[config.mk]
export PLATFORM = sky130hd
export DESIGN_NAME = shram_arb
export DESIGN_NICKNAME = d
export VERILOG_FILES = /design/src/rtl/shram_pkg.sv /design/src/rtl/shram_grant.sv /design/src/rtl/shram_drive.sv /design/src/rtl/shram_arb.sv
export SDC_FILE = /design/constraint.sdc
export NUM_CORES = 1
export LEC_CHECK = 0
export CAP_MARGIN = 15
export CORE_AREA = 2 2 39 41
export CTS_BUF_LIST = sky130_fd_sc_hd__clkbuf_16
export CTS_CLUSTER_DIAMETER = 50
export CTS_CLUSTER_SIZE = 10
export DETAILED_ROUTE_END_ITERATION = 6
export DIE_AREA = 0 0 41 43
export PLACE_DENSITY_LB_ADDON = 0.25
export SLEW_MARGIN = 25
export SYNTH_ARGS = -nofsm -noshare
export SYNTH_HDL_FRONTEND = slang
export SYNTH_HIERARCHICAL = 1
export SYNTH_SLANG_ARGS = --single-unit
[constraint.sdc]
create_clock -name clk_i -period 2.35 [get_ports clk_i]
set_input_delay 0.47 -clock clk_i [delete_from_list [all_inputs] [get_ports clk_i]]
set_output_delay 0.47 -clock clk_i [all_outputs]
set_load 0.01 [all_outputs]
[src/rtl/shram_pkg.sv]
package shram_pkg;
  typedef enum logic [1:0] {
    OWN_NONE = 2'd0,
    OWN_IO   = 2'd1,
    OWN_MS   = 2'd2
  } owner_e;
endpackage

[src/rtl/shram_grant.sv]
module shram_grant
  import shram_pkg::*;
#(
  parameter int GAP_CYCLES = 1
) (
  input  logic   clk_i,
  input  logic   rst_ni,
  input  logic   io_req_i,
  input  logic   ms_req_i,
  output owner_e nxt_o
);
  localparam int CW = $clog2(GAP_CYCLES + 1);
  localparam logic [CW-1:0] GAP_LOAD = CW'(GAP_CYCLES);

  owner_e        own_q, own_d;
  logic [CW-1:0] gap_q, gap_d;
  logic          pri_ms_q, pri_ms_d;

  always_comb begin
    own_d    = own_q;
    gap_d    = gap_q;
    pri_ms_d = pri_ms_q;
    unique case (own_q)
      OWN_IO: if (!io_req_i) begin own_d = OWN_NONE; gap_d = GAP_LOAD; end
      OWN_MS: if (!ms_req_i) begin own_d = OWN_NONE; gap_d = GAP_LOAD; end
      default: begin
        if (gap_q != '0) begin
          gap_d = gap_q - 1'b1;
        end else if (io_req_i && ms_req_i) begin
          own_d = pri_ms_q ? OWN_MS : OWN_IO;
        end else if (io_req_i) begin
          own_d = OWN_IO;
        end else if (ms_req_i) begin
          own_d = OWN_MS;
        end
        // prefer the other side in the next contest
        if (own_d != OWN_NONE) pri_ms_d = (own_d == OWN_IO);
      end
    endcase
  end

  always_ff @(posedge clk_i or negedge rst_ni) begin
    if (!rst_ni) begin
      own_q    <= OWN_NONE;
      gap_q    <= '0;
      pri_ms_q <= 1'b0;
    end else begin
      own_q    <= own_d;
      gap_q    <= gap_d;
      pri_ms_q <= pri_ms_d;
    end
  end

  assign nxt_o = own_d;
endmodule

[src/rtl/shram_drive.sv]
module shram_drive
  import shram_pkg::*;
(
  input  logic   clk_i,
  input  logic   rst_ni,
  input  owner_e nxt_i,
  input  logic   io_req_i,
  input  logic   io_wr_i,
  input  logic   ms_req_i,
  input  logic   ms_wr_i,
  output logic   io_wait_o,
  output logic   ms_wait_o,
  output logic   io_gate_o,
  output logic   ms_gate_o,
  output logic   addr_sel_o,
  output logic   dir_o,
  output logic   ram_we_o
);
  logic io_own, ms_own, wr_sel;

  always_comb begin
    io_own = (nxt_i == OWN_IO);
    ms_own = (nxt_i == OWN_MS);
    wr_sel = (io_own && io_wr_i) || (ms_own && ms_wr_i);
  end

  always_ff @(posedge clk_i or negedge rst_ni) begin
    if (!rst_ni) begin
      io_wait_o  <= 1'b0;
      ms_wait_o  <= 1'b0;
      io_gate_o  <= 1'b0;
      ms_gate_o  <= 1'b0;
      addr_sel_o <= 1'b0;
      dir_o      <= 1'b0;
      ram_we_o   <= 1'b0;
    end else begin
      io_wait_o  <= io_req_i && !io_own;
      ms_wait_o  <= ms_req_i && !ms_own;
      io_gate_o  <= io_own;
      ms_gate_o  <= ms_own;
      addr_sel_o <= ms_own;
      dir_o      <= wr_sel;
      ram_we_o   <= wr_sel;
    end
  end
endmodule

[src/rtl/shram_arb.sv]
module shram_arb
  import shram_pkg::*;
#(
  parameter int GAP_CYCLES = 1
) (
  input  logic clk_i,
  input  logic rst_ni,
  input  logic io_req_i,
  input  logic io_wr_i,
  input  logic ms_req_i,
  input  logic ms_wr_i,
  output logic io_wait_o,
  output logic ms_wait_o,
  output logic io_gate_o,
  output logic ms_gate_o,
  output logic addr_sel_o,
  output logic dir_o,
  output logic ram_we_o
);
  owner_e nxt;

  shram_grant #(.GAP_CYCLES(GAP_CYCLES)) u_grant (
    .clk_i    (clk_i),
    .rst_ni   (rst_ni),
    .io_req_i (io_req_i),
    .ms_req_i (ms_req_i),
    .nxt_o    (nxt)
  );

  shram_drive u_drive (
    .clk_i      (clk_i),
    .rst_ni     (rst_ni),
    .nxt_i      (nxt),
    .io_req_i   (io_req_i),
    .io_wr_i    (io_wr_i),
    .ms_req_i   (ms_req_i),
    .ms_wr_i    (ms_wr_i),
    .io_wait_o  (io_wait_o),
    .ms_wait_o  (ms_wait_o),
    .io_gate_o  (io_gate_o),
    .ms_gate_o  (ms_gate_o),
    .addr_sel_o (addr_sel_o),
    .dir_o      (dir_o),
    .ram_we_o   (ram_we_o)
  );
endmodule

Word-level counts from Yosys, hierarchy flattened
Index checks and enable logic that the tools add are counted.

Bitwise logic cells: 1. Equality and inequality tests: 7. Multiplexer cells: 13. Reduce and logical (&&, ||, !) cells: 12. Add/subtract/negate cells: 1.

Operator list (number): 2-bit 2-to-1 mux (8); 2-bit by 1-bit equality test with 1-bit output (second input constant) (3); 1-bit logical AND (5); 2-bit equality test (second input constant) (2); 2-bit inequality test (second input constant) (2); 2-bit one-hot mux with 2 select lines (1); 2-bit AND reduction (2); 1-bit 2-to-1 mux (3); 1-bit zero test (2); 1-bit one-hot mux with 2 select lines (1); 2-bit nonzero test (1); 2-bit OR reduction (1); 1-bit logical OR (1); 1-bit NOT (1); 1-bit subtractor (second input constant) (1).

Output and inout bits: 7. Logic and storage cells: 42. Input port bits: 6. Register bits: 9.

Longest topological paths before layout
Gate-level depths: netlist of run 1.

Depth after elaboration: 9. Depth in mapped cells: 7. Mapped depth without buffers: 7.

Cells and area by module
Netlist of run 1, hierarchy kept.

Modules (own cells, without submodules): shram_grant (instances 1, seq. area each 100.1 um^2, area each 244.0 um^2, cells an instance 24); shram_drive (instances 1, seq. area each 125.1 um^2, area each 185.2 um^2, cells an instance 12).

Worst setup path after synthesis of run 1
Ideal clock, no wire load.

Kind: reg2reg. Start point: register u_grant.own_q[0]. End point: register u_drive.ram_we_o. Period minus slack after synthesis: 1.633 ns. Setup time: 0.121 ns. Path buffers: 0. Cell stages (with the launch flop): 8. Arrival time: 1.512 ns. Setup slack: 0.717 ns. Cells stage by stage: dfrtp_1 -> inv_1 -> ha_1 -> inv_1 -> a221oi_1 -> nor2_1 -> and2b_4 -> a22o_1.

Cells in the longest elaborated chain, start to end: 9.

Ends and longest elaborated chain: start: declaration (line shram_grant.sv:15) `owner_e own_q, own_d;`; start signal: assignment (line shram_grant.sv:48) `own_q <= own_d;`; 2-bit 2-to-1 mux (line shram_grant.sv:33) `end else if (ms_req_i) begin`; 2-bit 2-to-1 mux (line shram_grant.sv:31) `end else if (io_req_i) begin`; 2-bit 2-to-1 mux (line shram_grant.sv:29) `end else if (io_req_i && ms_req_i) begin`; 2-bit 2-to-1 mux (line shram_grant.sv:27) `if (gap_q != '0) begin`; 2-bit 2-to-1 mux (line shram_grant.sv:23) `unique case (own_q)`; 2-bit one-hot mux with 2 select lines (*) (line shram_grant.sv:23); named net nxt[0] (line shram_arb.sv:20) `owner_e nxt;`; 2-bit by 1-bit equality test with 1-bit output (*) (line shram_drive.sv:22) `io_own = (nxt_i == OWN_IO);`; named net u_drive.io_own (line shram_drive.sv:19) `logic io_own, ms_own, wr_sel;`; 1-bit logical AND (*) (line shram_drive.sv:24) `wr_sel = (io_own && io_wr_i) || (ms_own && ms_wr_i);`; 1-bit logical OR (*) (line shram_drive.sv:24); named net u_drive.wr_sel (line shram_drive.sv:19); end signal: assignment (line shram_drive.sv:43) `ram_we_o <= wr_sel;`; end: declaration (line shram_drive.sv:17) `output logic ram_we_o`.

The timed path passes the listed nets; every way through them passes the cells marked *. The select of a mux whose other input is x is not followed. A chain may end at the register's enable or synchronous reset.

Final worst setup path of run 1
Same ends and word-level chain as after synthesis.

==> impl_summary.md, run 1 <==
Outcome
The flow ran to the end, and the final reports show no timing, DRC or antenna violations.

Yosys
The cell with the most instances after synthesis is sky130_fd_sc_hd__dfrtp_1. The per-instance average area after synthesis is 11.92 um2. The cell count after synthesis came out at 36.

Synthesis inferred 9 register bits. The area of the mapped netlist is 429.2 um2. The share of flip-flops with an asynchronous set or reset after synthesis is 100.0%.

After synthesis, the largest area contributor takes up 52.48% of total cell area. The most used flip-flop cell after synthesis is sky130_fd_sc_hd__dfrtp_1. Counting distinct cell types in the post-synthesis netlist gives 20. The net count after synthesis is 44. The cell taking the most area after synthesis is sky130_fd_sc_hd__dfrtp_1. The synthesized design contains 0 enable-type register cells. After synthesis, flip-flops and latches occupy 52.48% of the total area.

Ranked by total cell area, the synthesized netlist is headed by sky130_fd_sc_hd__dfrtp_1 (52%), sky130_fd_sc_hd__ha_1 (5.8%), sky130_fd_sc_hd__a22o_1 (4.1%). The commonest cells after synthesis are sky130_fd_sc_hd__dfrtp_1 (9), sky130_fd_sc_hd__inv_1 (3). The Yosys step of the flow raised 6 warnings.

Setup path
Counting both buffers and inverters, the worst setup path holds a total of 2. The slowest cell on the critical path is sky130_fd_sc_hd__dfrtp_1. The worst setup path is of the reg -> reg kind. The signal on the critical path passes through inv_1 -> ha_1 -> inv_1 -> a221oi_1 -> nor2_1 -> and2b_4 -> a22o_1. In this design, the largest share of critical-path delay is due to flip-flops. The most frequent cell on the critical path is sky130_fd_sc_hd__inv_1. The highest cell delay on the worst timing path is 0.41 ns. The top fanout value on the critical path is 5. The setup check on the worst reg-to-reg path leaves a slack of 0.55 ns. The worst setup path is launched from a flip-flop. The arrival time of the worst setup path is 1.91 ns.

STA classifies the critical path endpoint as a flip-flop. Data on the critical path is required at its endpoint by 2.47 ns.

Finish
After the last flow step, the layout net total stands at 59. The diode insertion count for antenna repair is 0. The number of fill cells is 133.

The final design utilization is 45.75%. The synthesis-to-layout area growth is 47.52%. The share of final-layout standard cells stronger than drive strength 1 is 16.00%. The area of all placed cells without fillers is 633.1 um2.

STA
The total count of max-transition violations in the final report was 0. The post-layout minimum cycle time is 1.797 ns. The final sum of negative setup slack is 0 ns. The worst-margin pin slew is 0.4076 ns.

Setup violations remaining at the end of the flow were counted as 0. Timing would allow up to 556.3 MHz. On the final layout, the worst clock skew is 0.004443 ns.

Dividing the final minimum period by the clock period gives 76.49%. Setup repair after global routing left no endpoint under its margin. The relative max-transition margin is 72.74%. The worst hold margin is 0.5335 ns.

The number of failing hold endpoints at the final stage came to 0.

Power and ir drop
The maximum VDD drop is 0.7005 mV. In this run the power density over the cells is 1548 nW/um2. The power share of the combinational group is 42.5%. In this run the static leakage power is 0.2780 nW.

Summed over all nets, the switching power comes to 314.8 uW. In this run switching power makes up 32.13% of total power. The sequential fraction of design power is 27.2%.

Cell internal power was estimated by the tool at 665.1 uW. The part of the power in the clock network is 30.2%.

Floorplan
The vertical die dimension is 43 um. Once the floorplan was initialized, standard cells occupied 31.01% of the core. The boundary pin count is 13.

The die is 41 um wide. The area of the die is 1763 um2. The area of the placeable core is 1384 um2. The row count is 14.

Clock network
The post-CTS setup buffer count is 0. Counting along the longest clock path gives a buffer depth of 2. The count of clock tree sinks is 9. Clock-pin slew was measured on the worst setup and hold paths at 0.04 ns. The clock tree root driver cell is sky130_fd_sc_hd__clkbuf_16. The number of gates resized after CTS was 0. In this run, post-CTS hold repair placed 0 buffers. The clock network latency to the later pin of the worst-skew pair is 0.24 ns.

The H-tree depth reported by CTS is 1. Clock tree synthesis inserted a total of 3 buffers. The TritonCTS clock tree is yes.

Detailed routing
The final wirelength is 779 um. For this block, the initial DRC count from the detailed router was 5. The first detailed-routing pass took 4 iterations.

After detailed routing, the number of vias per cell comes to 4.758. The detail route stage leaves a number of antenna-violating nets equal to 0. The number of DRC violations after detailed routing is 0.

The mean routed wirelength per cell is 11.80 um. The detailed-route via count is 314.

Min path
The path class of the lowest-slack min-delay path is in -> async.

GRT
The number of global-route vias before repair is 298. Entering global routing, the biggest net connects 10 pins. For this run, the total global-route usage over all layers was measured as 11.69%. The number of antenna violations at the first check in global routing was 0. The first-pass GRT wire length is 1338 um. After global routing the overflow that remains totals 0.

Placed design
The total half-perimeter wirelength after legalization and detailed placement is 591.3 um. The area of placed instances is 554.3 um2. Buffers placed on the I/O ports in this run total 12. At the end of routability-driven placement, the weighted congestion stood at 0.7457.

Flow run
The tool flagged a number of max-cap violations equal to 0.
## power groups by stage
stage	clock [mW]	combinational, mW	sequential (mW)
detailed placement	0	0.418	0.269
global route	0.310	0.465	0.274
finish	0.296	0.417	0.267
global placement	0	0.421	0.269
CTS	0.303	0.424	0.267
floorplan	0	0.280	0.279
## placed cells by master (no fill, tap or decap), drive strengths merged
cell type / instances
o21ai: 1
nand2b: 1
a211oi: 2
clkbuf: 3
and2b: 1
nor2b: 4
inv: 4
o22ai: 1
a221oi: 2
nand2: 2
clkdlybuf4s50: 12
nor2: 2
dfrtp: 9
a31o: 1
a21oi: 1
ha: 2
a22o: 2
## path summary, 6_finish.rpt
| check | from | endpoint | cells after the start |
|---|---|---|---|
| max in group asynchronous | rst_ni | u_drive/io_gate_o$_DFF_PN0_ | 1 |
| setup / recovery | u_grant/own_q[0]$_DFF_PN0_ | u_drive/ram_we_o$_DFF_PN0_ | 7 |
| hold reg to reg | u_grant/gap_q$_DFFE_PN0P_ | u_grant/gap_q$_DFFE_PN0P_ | 2 |
| hold / removal | rst_ni | u_grant/pri_ms_q$_DFFE_PN0P_ | 1 |
| setup reg to reg | u_grant/own_q[0]$_DFF_PN0_ | u_drive/ram_we_o$_DFF_PN0_ | 7 |
| min in group clk_i | u_grant/gap_q$_DFFE_PN0P_ | u_grant/gap_q$_DFFE_PN0P_ | 2 |
## cell type report
cell class,count,area (um2),area share [%]
Multi-Input combinational cell,22,177.7,28.06
Clock buffer,3,75.07,11.86
Tap cell,16,20.02,3.162
Timing Repair Buffer,12,120.1,18.97
Clock inverter,1,3.754,0.5929
Inverter,3,11.26,1.779
Sequential cell,9,225.2,35.57
## logic make-up (layout without fill, tap and decap cells)
logic type	after synthesis	in the layout	share of synthesized area, %
compound gates	10	10	20.12
fa+ha+maj	2	2	5.830
buf+inv	5	19	6.121
flops	9	9	52.48
simple gates	10	10	15.45
## sequential cells by signal (all words and copies together) (netlist names)
register,cells
u_grant/own_q,2
u_drive/addr_sel_o,1
u_drive/io_gate_o,1
u_drive/io_wait_o,1
u_drive/ms_wait_o,1
u_drive/ram_we_o,1
u_grant/gap_q,1
u_grant/pri_ms_q,1
## worst register-to-register path, delay by kind of cell (launching register included)
kind / cells / cell delay, ns
adders and majority gates: 1 / 0.38
AOI/OAI and AO/OA: 2 / 0.39
and+or+nand+nor: 2 / 0.33
DFF: 1 / 0.41
buffers and inverters: 2 / 0.17
## routing by layer
layer,vias to the layer above,track usage (%),wire [um]
met5,-,0,0
met4,0,6.000,16
met3,2,3.141,60
met2,14,16.88,393
met1,146,15.38,309
li1,152,-,-
## metrics by stage
stage	power [mW]	std cells	worst slack, ns
2_1_floorplan	0.5585	36	0.7170
3_3_place_gp	0.6899	62	0.3038
3_5_place_dp	0.6876	62	0.3277
4_1_cts	0.9942	66	0.5257
5_1_grt	1.049	66	0.4540
6_report	0.9799	66	0.5525
(Power assumes the default switching activity.)
==> inputs of run 2 (changes only) <==
==> constraint.sdc (replaced) <==
create_clock -name clk_i -period 1.5 [get_ports clk_i]
set_input_delay 0.3 -clock clk_i [delete_from_list [all_inputs] [get_ports clk_i]]
set_output_delay 0.3 -clock clk_i [all_outputs]
set_load 0.01 [all_outputs]
==> run 2 against run 1 <==
Compared with the run above:
- the flow now finishes with violations (setup timing)
- global-route usage is 4.1 points higher
- design area is 18% higher
- largest cell class unchanged
- clock skew is 0.0021 ns lower
- fmax is 12% higher
- critical path depth is 1 lower
- sequential power is 61% higher
- register-to-register slack worse by 0.66 ns
- clock-buffer cell count stayed put
- highest routed layer unchanged
- utilization is 8.3 points higher
==> impl_summary.md, run 2 (synthesis results as in run 1) <==
STA
At the pin with the least slew margin, the transition time is 0.4149 ns. Across the routed clock network, the largest skew measured is 0.002351 ns. In the post-route analysis, the smallest setup slack over all paths is -0.1056 ns. The final sum of negative setup slack is -0.1391 ns. Setup repair after global routing could not meet its margin everywhere. The period utilization is 107.0%. Static timing analysis puts the maximum clock frequency at 622.8 MHz. The number of failing hold endpoints at the final stage was 0.

The total count of max-transition violations in the final report came to 0. The relative max-transition margin is 72.25%. The post-layout minimum cycle time is 1.606 ns. Setup violations remaining at the end of the flow were counted as 2.

Floorplan
The die covers 1763 um2. The area of the placeable core is 1384 um2. The vertical die dimension is 43 um. The initial utilization of the core area, before any placement, comes to 31.01%. In this run the core area contains 14 standard-cell rows. The die is 41 um wide. The boundary pin count is 13.

Placed design
Detailed placement finished with a half-perimeter wire length of 679.4 um. The quantity of I/O buffers inserted on ports is 12. The final weighted congestion in routability-driven placement is 0.7567.

Setup path
The path type of the worst setup path is reg -> reg. The top fanout value on the critical path is 3. The kind of start point of the critical path is a flip-flop. Data arrives at the worst endpoint at 1.73 ns. The cell type group with the largest total delay on the critical path is compound AO/OA/AOI/OAI gates.

The critical path goes through ha_4 -> inv_4 -> a221oi_2 -> a31o_1 -> and2b_4 -> a22o_1. STA classifies the critical path endpoint as a flip-flop. The slowest stage of the critical path belongs to the cell sky130_fd_sc_hd__dfrtp_1. The critical path runs through a total of 6 cells. The sum of buffers and inverters on the critical path is 1. Counting cells, the worst reg-to-reg path comes to 6. The worst path required time is 1.62 ns. The highest cell delay on the worst timing path is 0.42 ns.

Power and ir drop
The maximum VDD drop is 1.059 mV. Dividing total power by cell area gives a power density of 2571 nW/um2. In this run, flip-flops and latches consume 22.3% of the power. Of the total power, the share spent switching nets is 33.35%. In this run the static leakage power is 0.3384 nW. The part of the power in the clock network is 24.3%. Overall power consumption after layout is estimated at 1.924 mW. The power share of the combinational group is 53.4%.

The net switching power is 641.7 uW. The internal power of the cells totals 1.282 mW.

GRT
The number of global-route vias before repair was 371. The first global-routing pass estimated 1704 um of wire. Entering global routing, the biggest net connects 10 pins.

The overall global routing resource usage is 15.77%. The residual overflow from global routing is 0. The number of antenna violations at the first check in global routing is 0.

Finish
At the end of the flow the core is filled with cells to 54.07%. The most common library cell in the layout ignoring fill and taps is sky130_fd_sc_hd__buf_4. The synthesis-to-layout area growth is 74.34%. The top cell types in the final layout, fill and taps aside, are sky130_fd_sc_hd__buf_4 (11), sky130_fd_sc_hd__clkdlybuf4s50_1 (10), sky130_fd_sc_hd__dfrtp_1 (9). The register with the most flip-flops in the layout has 2 of them.

In the final layout, flip-flops and latches occupy 225.2 um2. The share of final-layout standard cells stronger than drive strength 1 is 44.26%. The filler cells instantiated in the layout total 120. After the last flow step, the layout net total stands at 70. 0 antenna diodes ended up in the layout. Ranked by flip-flop count, first place goes to u_grant/own_q. Summing all multi-input logic gate instances after layout gives 210.2 um2.

Clock network
In this run the number of H-tree levels came out at 1. For this design, the CTS-stage hold fixing added 0 buffers. The count of clock tree sinks is 9. The total clock buffers created by CTS is 3.

The TritonCTS clock tree is yes. The clock network latency to the later pin of the worst-skew pair is 0.24 ns. The root buffer cell chosen for the clock tree is sky130_fd_sc_hd__clkbuf_16.

The largest buffer count on any clock path is 2. The clock-pin transition on the worst setup and hold timing paths is 0.04 ns.

Detailed routing
The final layout contains routed wiring with a total length of 1053 um. The mean routed wirelength per cell is 13.68 um. The violation count after the first detailed-routing iteration is 3. The routed layout has 368 vias. The per-cell via count in the routed design is 4.779. The first-pass iteration count of the detailed router is 4. For this run, design rule violations remaining after detail routing come to 0. The antenna violation net count after detailed routing is 0.

Outcome
The run finished, with violations left. The final reports fail on setup timing.

Min path
The min-delay analysis places its worst path in the category in -> async.

Flow run
The tool flagged a number of max-cap violations equal to 0.
## run 2: changes by cell type in the layout (fill, tap and decap cells not counted), moves of 2 or more
cell                              previous run  this run
sky130_fd_sc_hd__dlygate4sd2_1               0         2
sky130_fd_sc_hd__buf_4                       0        11
sky130_fd_sc_hd__clkdlybuf4s50_1            12        10
sky130_fd_sc_hd__inv_2                       0         2
sky130_fd_sc_hd__inv_1                       4         1
## run 2: cell type report
type | count | area share, %
repair buffers | 23 | 26.76
flip-flops and latches | 9 | 30.10
well taps | 16 | 2.676
clock inverters | 1 | 0.5017
inverters | 3 | 1.839
multi-input cells | 22 | 28.09
clock buffers | 3 | 10.03
## run 2: metal layers
layer	GRT usage [%]	vias to the layer above	wire, um
met4	10.00	0	21
li1	-	175	-
met3	7.853	3	54
met1	15.77	178	398
met2	24.38	12	579
met5	0	-	0
## run 2: timing repair
item / in CTS / in global routing
pin swaps: 4 / 3
resized for setup: 7 / 1
hold endpoints to repair: 0 / 0
setup endpoints to repair: 3 / 4
setup buffers: 4 / 2
## run 2: power groups by stage
stage	Sequential, mW	Combinational (mW)	Clock, mW
after CTS	0.429	0.976	0.477
final	0.430	1.03	0.468
after detailed placement	0.424	0.856	0
after global placement	0.421	0.827	0
after global routing	0.441	1.10	0.492
after floorplan	0.447	0.490	0
## run 2: stage by stage
step                      setup WS (ns)  instances  area, um2  hold slack [ns]
after detailed placement        -0.3804         68      618.1           0.5514
after global placement          -0.3548         68      618.1           0.5319
final                           -0.1056         77      748.2           0.3656
after CTS                      -0.08585         76      738.2           0.3792
after floorplan                -0.05219         36      447.9         0.004409
after global routing            -0.1683         77      748.2           0.3956
## run 2: path summary, 6_finish.rpt
| check | startpoint | end | slack [ns] |
|---|---|---|---|
| max | u_grant/own_q[1]$_DFF_PN0_ | u_drive/ram_we_o$_DFF_PN0_ | -0.11 |
| min | rst_ni | u_grant/pri_ms_q$_DFFE_PN0P_ | 0.37 |
| max reg2reg | u_grant/own_q[1]$_DFF_PN0_ | u_drive/ram_we_o$_DFF_PN0_ | -0.11 |
| min reg2reg | u_grant/gap_q$_DFFE_PN0P_ | u_grant/gap_q$_DFFE_PN0P_ | 0.58 |
| max in group asynchronous | rst_ni | u_grant/own_q[1]$_DFF_PN0_ | 0.84 |
| min in group clk_i | io_req_i | u_drive/io_wait_o$_DFF_PN0_ | 0.49 |
==> inputs of run 3 (changes only) <==
--- a/config.mk
+++ b/config.mk
@@ -6,12 +6,12 @@
 export NUM_CORES = 1
 export LEC_CHECK = 0
 export CAP_MARGIN = 15
-export CORE_AREA = 2 2 39 41
+export CORE_AREA = 5 5 42 44
 export CTS_BUF_LIST = sky130_fd_sc_hd__clkbuf_16
 export CTS_CLUSTER_DIAMETER = 50
 export CTS_CLUSTER_SIZE = 10
 export DETAILED_ROUTE_END_ITERATION = 6
-export DIE_AREA = 0 0 41 43
+export DIE_AREA = 0 0 47 49
 export PLACE_DENSITY_LB_ADDON = 0.25
 export SLEW_MARGIN = 25
 export SYNTH_ARGS = -nofsm -noshare
==> run 3 against run 2 <==
Compared with the run above:
- the run still ends with setup timing left
- global-route usage down 4.1 points
- critical path depth unchanged
- die area up 31%
- combinational power about the same
- first-iteration DRC count down 33%
- register-to-register slack about the same
- design area up 1.7%
- clock skew down 0.0016 ns
- hold slack worse by 0.0053 ns
- clock-buffer cell count unchanged
- highest routed layer unchanged
==> impl_summary.md, run 3 (synthesis results as in run 1) <==
Setup path
For the worst flop-to-flop path, the logic depth is 6. The path type of the worst setup path is reg -> reg. Along the worst path, the maximum fanout reaches 3. The reg-to-reg startpoint is u_grant/own_q[1]$_DFF_PN0_. The endpoint type of the worst setup path is a flip-flop. Data on the critical path is required at its endpoint by 1.62 ns. The setup slack of the most critical reg-to-reg path is -0.09 ns. The kind of start point of the critical path is a flip-flop. The endpoint identified for the worst register-to-register timing path is u_drive/ram_we_o$_DFF_PN0_.

The arrival time of the worst setup path is 1.71 ns.

Power and ir drop
The total power per unit cell area is 2499 nW/um2. The standby leakage power is 0.3402 nW. The worst-case IR drop observed on VDD is 1.121 mV.

Placed design
The total half-perimeter wirelength after legalization and detailed placement is 828.5 um. Timing analysis after detailed placement gives a worst setup slack of -0.4014 ns. The placed instances occupy a cell area of 625.6 um2. The final weighted congestion in routability-driven placement is 0.8242. The quantity of I/O buffers inserted on ports is 12.

Finish
Compared with the post-synthesis result, the final layout area differs by 77.26%. Once layout is done, the placed cells without fillers occupy 760.7 um2. The most common library cell in the layout ignoring fill and taps is sky130_fd_sc_hd__buf_4.

Ranked by flip-flop count, first place goes to u_grant/own_q. 0 antenna diodes ended up in the layout. The layout net count is 70. Fill cells in the final layout number 125.

The multi-input combinational cells in the finished layout cover a total of 221.5 um2. The register with the most flip-flops in the layout has 2 of them. The share of final-layout standard cells stronger than drive strength 1 is 49.18%. Once layout is complete, the utilization of the core stands at 54.29%.

The top cell types in the final layout, fill and taps aside, are sky130_fd_sc_hd__buf_4 (11), sky130_fd_sc_hd__clkdlybuf4s50_1 (10), sky130_fd_sc_hd__dfrtp_1 (8). The area taken by flip-flops and latches is 226.5 um2.

Outcome
The run finished, with violations left. The final reports fail on setup timing.

Floorplan
For this configuration, the core starts out at a cell density of 30.63%. Measured along the y axis, the die boundary spans 49 um. In this run the horizontal extent of the chip is 47 um. The region available for standard cell placement spans 1401 um2. During I/O placement, the number of pins put on the boundary was 13. The area of the die is 2303 um2.

The floorplan has 14 rows.

STA
The tightest hold path in the finished design has a slack of 0.3603 ns. The number of setup violations in the final report is 1. Based on the critical path, the design can be clocked at up to 628.1 MHz.

Once routing completed, OpenROAD measured the worst setup slack at -0.09212 ns. The final sum of negative setup slack is -0.09212 ns. Headroom to the max-slew limit came out at 73.46%.

Between clock sinks in the finished design, the worst skew comes to 0.0007913 ns. Setup repair after global routing could not meet its margin everywhere. At the pin with the least slew margin, the transition time is 0.3968 ns. The total count of max-transition violations in the final report is 0. The number of failing hold endpoints at the final stage is 0. The post-layout minimum cycle time is 1.592 ns. The period utilization is 106.1%.

Detailed routing
After the first detailed-routing iteration, the DRC count stood at 2. The first TritonRoute pass finished after 2 iterations. The highest metal layer with signal wires is met4.

The detailed-route via count is 371. The detailed-routed wire length on met3 is 65 um. The per-cell via count in the routed design is 4.818. The mean routed wirelength per cell is 14.27 um.

The final layout contains routed wiring with a total length of 1099 um. Wire segments on met2 add up to 647 um in the final route. In the final routing, the length of wire on met1 measures 370 um. The antenna violation net count after detailed routing is 0. The number of DRC violations after detailed routing is 0.

GRT
The residual overflow from global routing is 0. The number of global-route vias before repair is 397. The overall global routing resource usage is 11.70%. The first global-routing pass estimated 1828 um of wire. The number of antenna violations at the first check in global routing is 0. Entering global routing, the biggest net connects 10 pins.

Clock network
The count of clock tree sinks is 9. CTS built an H-tree with a depth of 1. TritonCTS built the clock tree. The clock tree root driver cell is sky130_fd_sc_hd__clkbuf_16. The clock network latency to the later pin of the worst-skew pair is 0.23 ns. The clock-pin transition on the worst setup and hold timing paths is 0.04 ns. The total clock buffers created by CTS is 3. For this design, the CTS-stage hold fixing added 0 buffers.

The largest buffer count on any clock path is 2.

Min path
The tightest min-delay check is of the in -> async type.

Flow run
Across the run, the number of max-cap violations was 0.
==> run 3: cell types whose count changed in the layout (fill, tap and decap cells not counted) <==
cell                      change
sky130_fd_sc_hd__dfrtp_2      +1
sky130_fd_sc_hd__ha_2         +1
sky130_fd_sc_hd__ha_1         -1
sky130_fd_sc_hd__dfrtp_1      -1
sky130_fd_sc_hd__a22o_1       -1
sky130_fd_sc_hd__a22o_4       +1
==> run 3: layout make-up <==
| type | instances | share of cell area [%] |
|---|---|---|
| repair buffers | 23 | 26.32 |
| flip-flops and latches | 9 | 29.77 |
| well taps | 16 | 2.632 |
| inverters | 3 | 1.809 |
| multi-input cells | 22 | 29.11 |
| clock inverters | 1 | 0.4934 |
| clock buffers | 3 | 9.868 |
==> run 3: per-stage QoR <==
step	total power, mW	cells
final	1.901	77
after global routing	2.026	77
after CTS	1.851	76
after detailed placement	1.274	69
after global placement	1.228	69
after floorplan	0.9369	36
==> run 3: routing by layer <==
metal / track usage (%) / vias up
met3: 4.428 / 3
met1: 9.888 / 182
met5: 0 / -
li1: - / 176
met4: 5.530 / 0
met2: 21.95 / 10
==> run 3: worst max-delay path: stages, from the launching register on <==
cell and delay (ns):
sky130_fd_sc_hd__dfrtp_2 0.43, sky130_fd_sc_hd__ha_4 0.29, sky130_fd_sc_hd__inv_4 0.04, sky130_fd_sc_hd__a221oi_2 0.17
sky130_fd_sc_hd__a31o_1 0.16, sky130_fd_sc_hd__and2b_4 0.20, sky130_fd_sc_hd__a22o_1 0.18
==> run 3: repair_timing <==
| action | in CTS | in global routing |
|---|---|---|
| setup buffers | 3 | 1 |
| pin swaps | 6 | 3 |
| setup endpoints to repair | 2 | 2 |
| gates resized for setup | 7 | 4 |
==> run 3: worst max path at each step <==
stage | from | to | cells after the start
after floorplan | u_grant/own_q[0]$_DFF_PN0_ | u_drive/ram_we_o$_DFF_PN0_ | 7
after global placement | ms_req_i | u_drive/ram_we_o$_DFF_PN0_ | 6
after detailed placement | ms_req_i | u_drive/ram_we_o$_DFF_PN0_ | 6
after CTS | u_grant/own_q[1]$_DFF_PN0_ | u_drive/ram_we_o$_DFF_PN0_ | 6
after global routing | u_grant/own_q[1]$_DFF_PN0_ | u_drive/ram_we_o$_DFF_PN0_ | 6
final | u_grant/own_q[1]$_DFF_PN0_ | u_drive/ram_we_o$_DFF_PN0_ | 6
==> run 3: where the power goes <==
group / switching (mW) / internal (mW) / total, mW
Clock: 0.121 / 0.349 / 0.469
Sequential: 0.0812 / 0.355 / 0.436
Combinational: 0.429 / 0.567 / 0.996
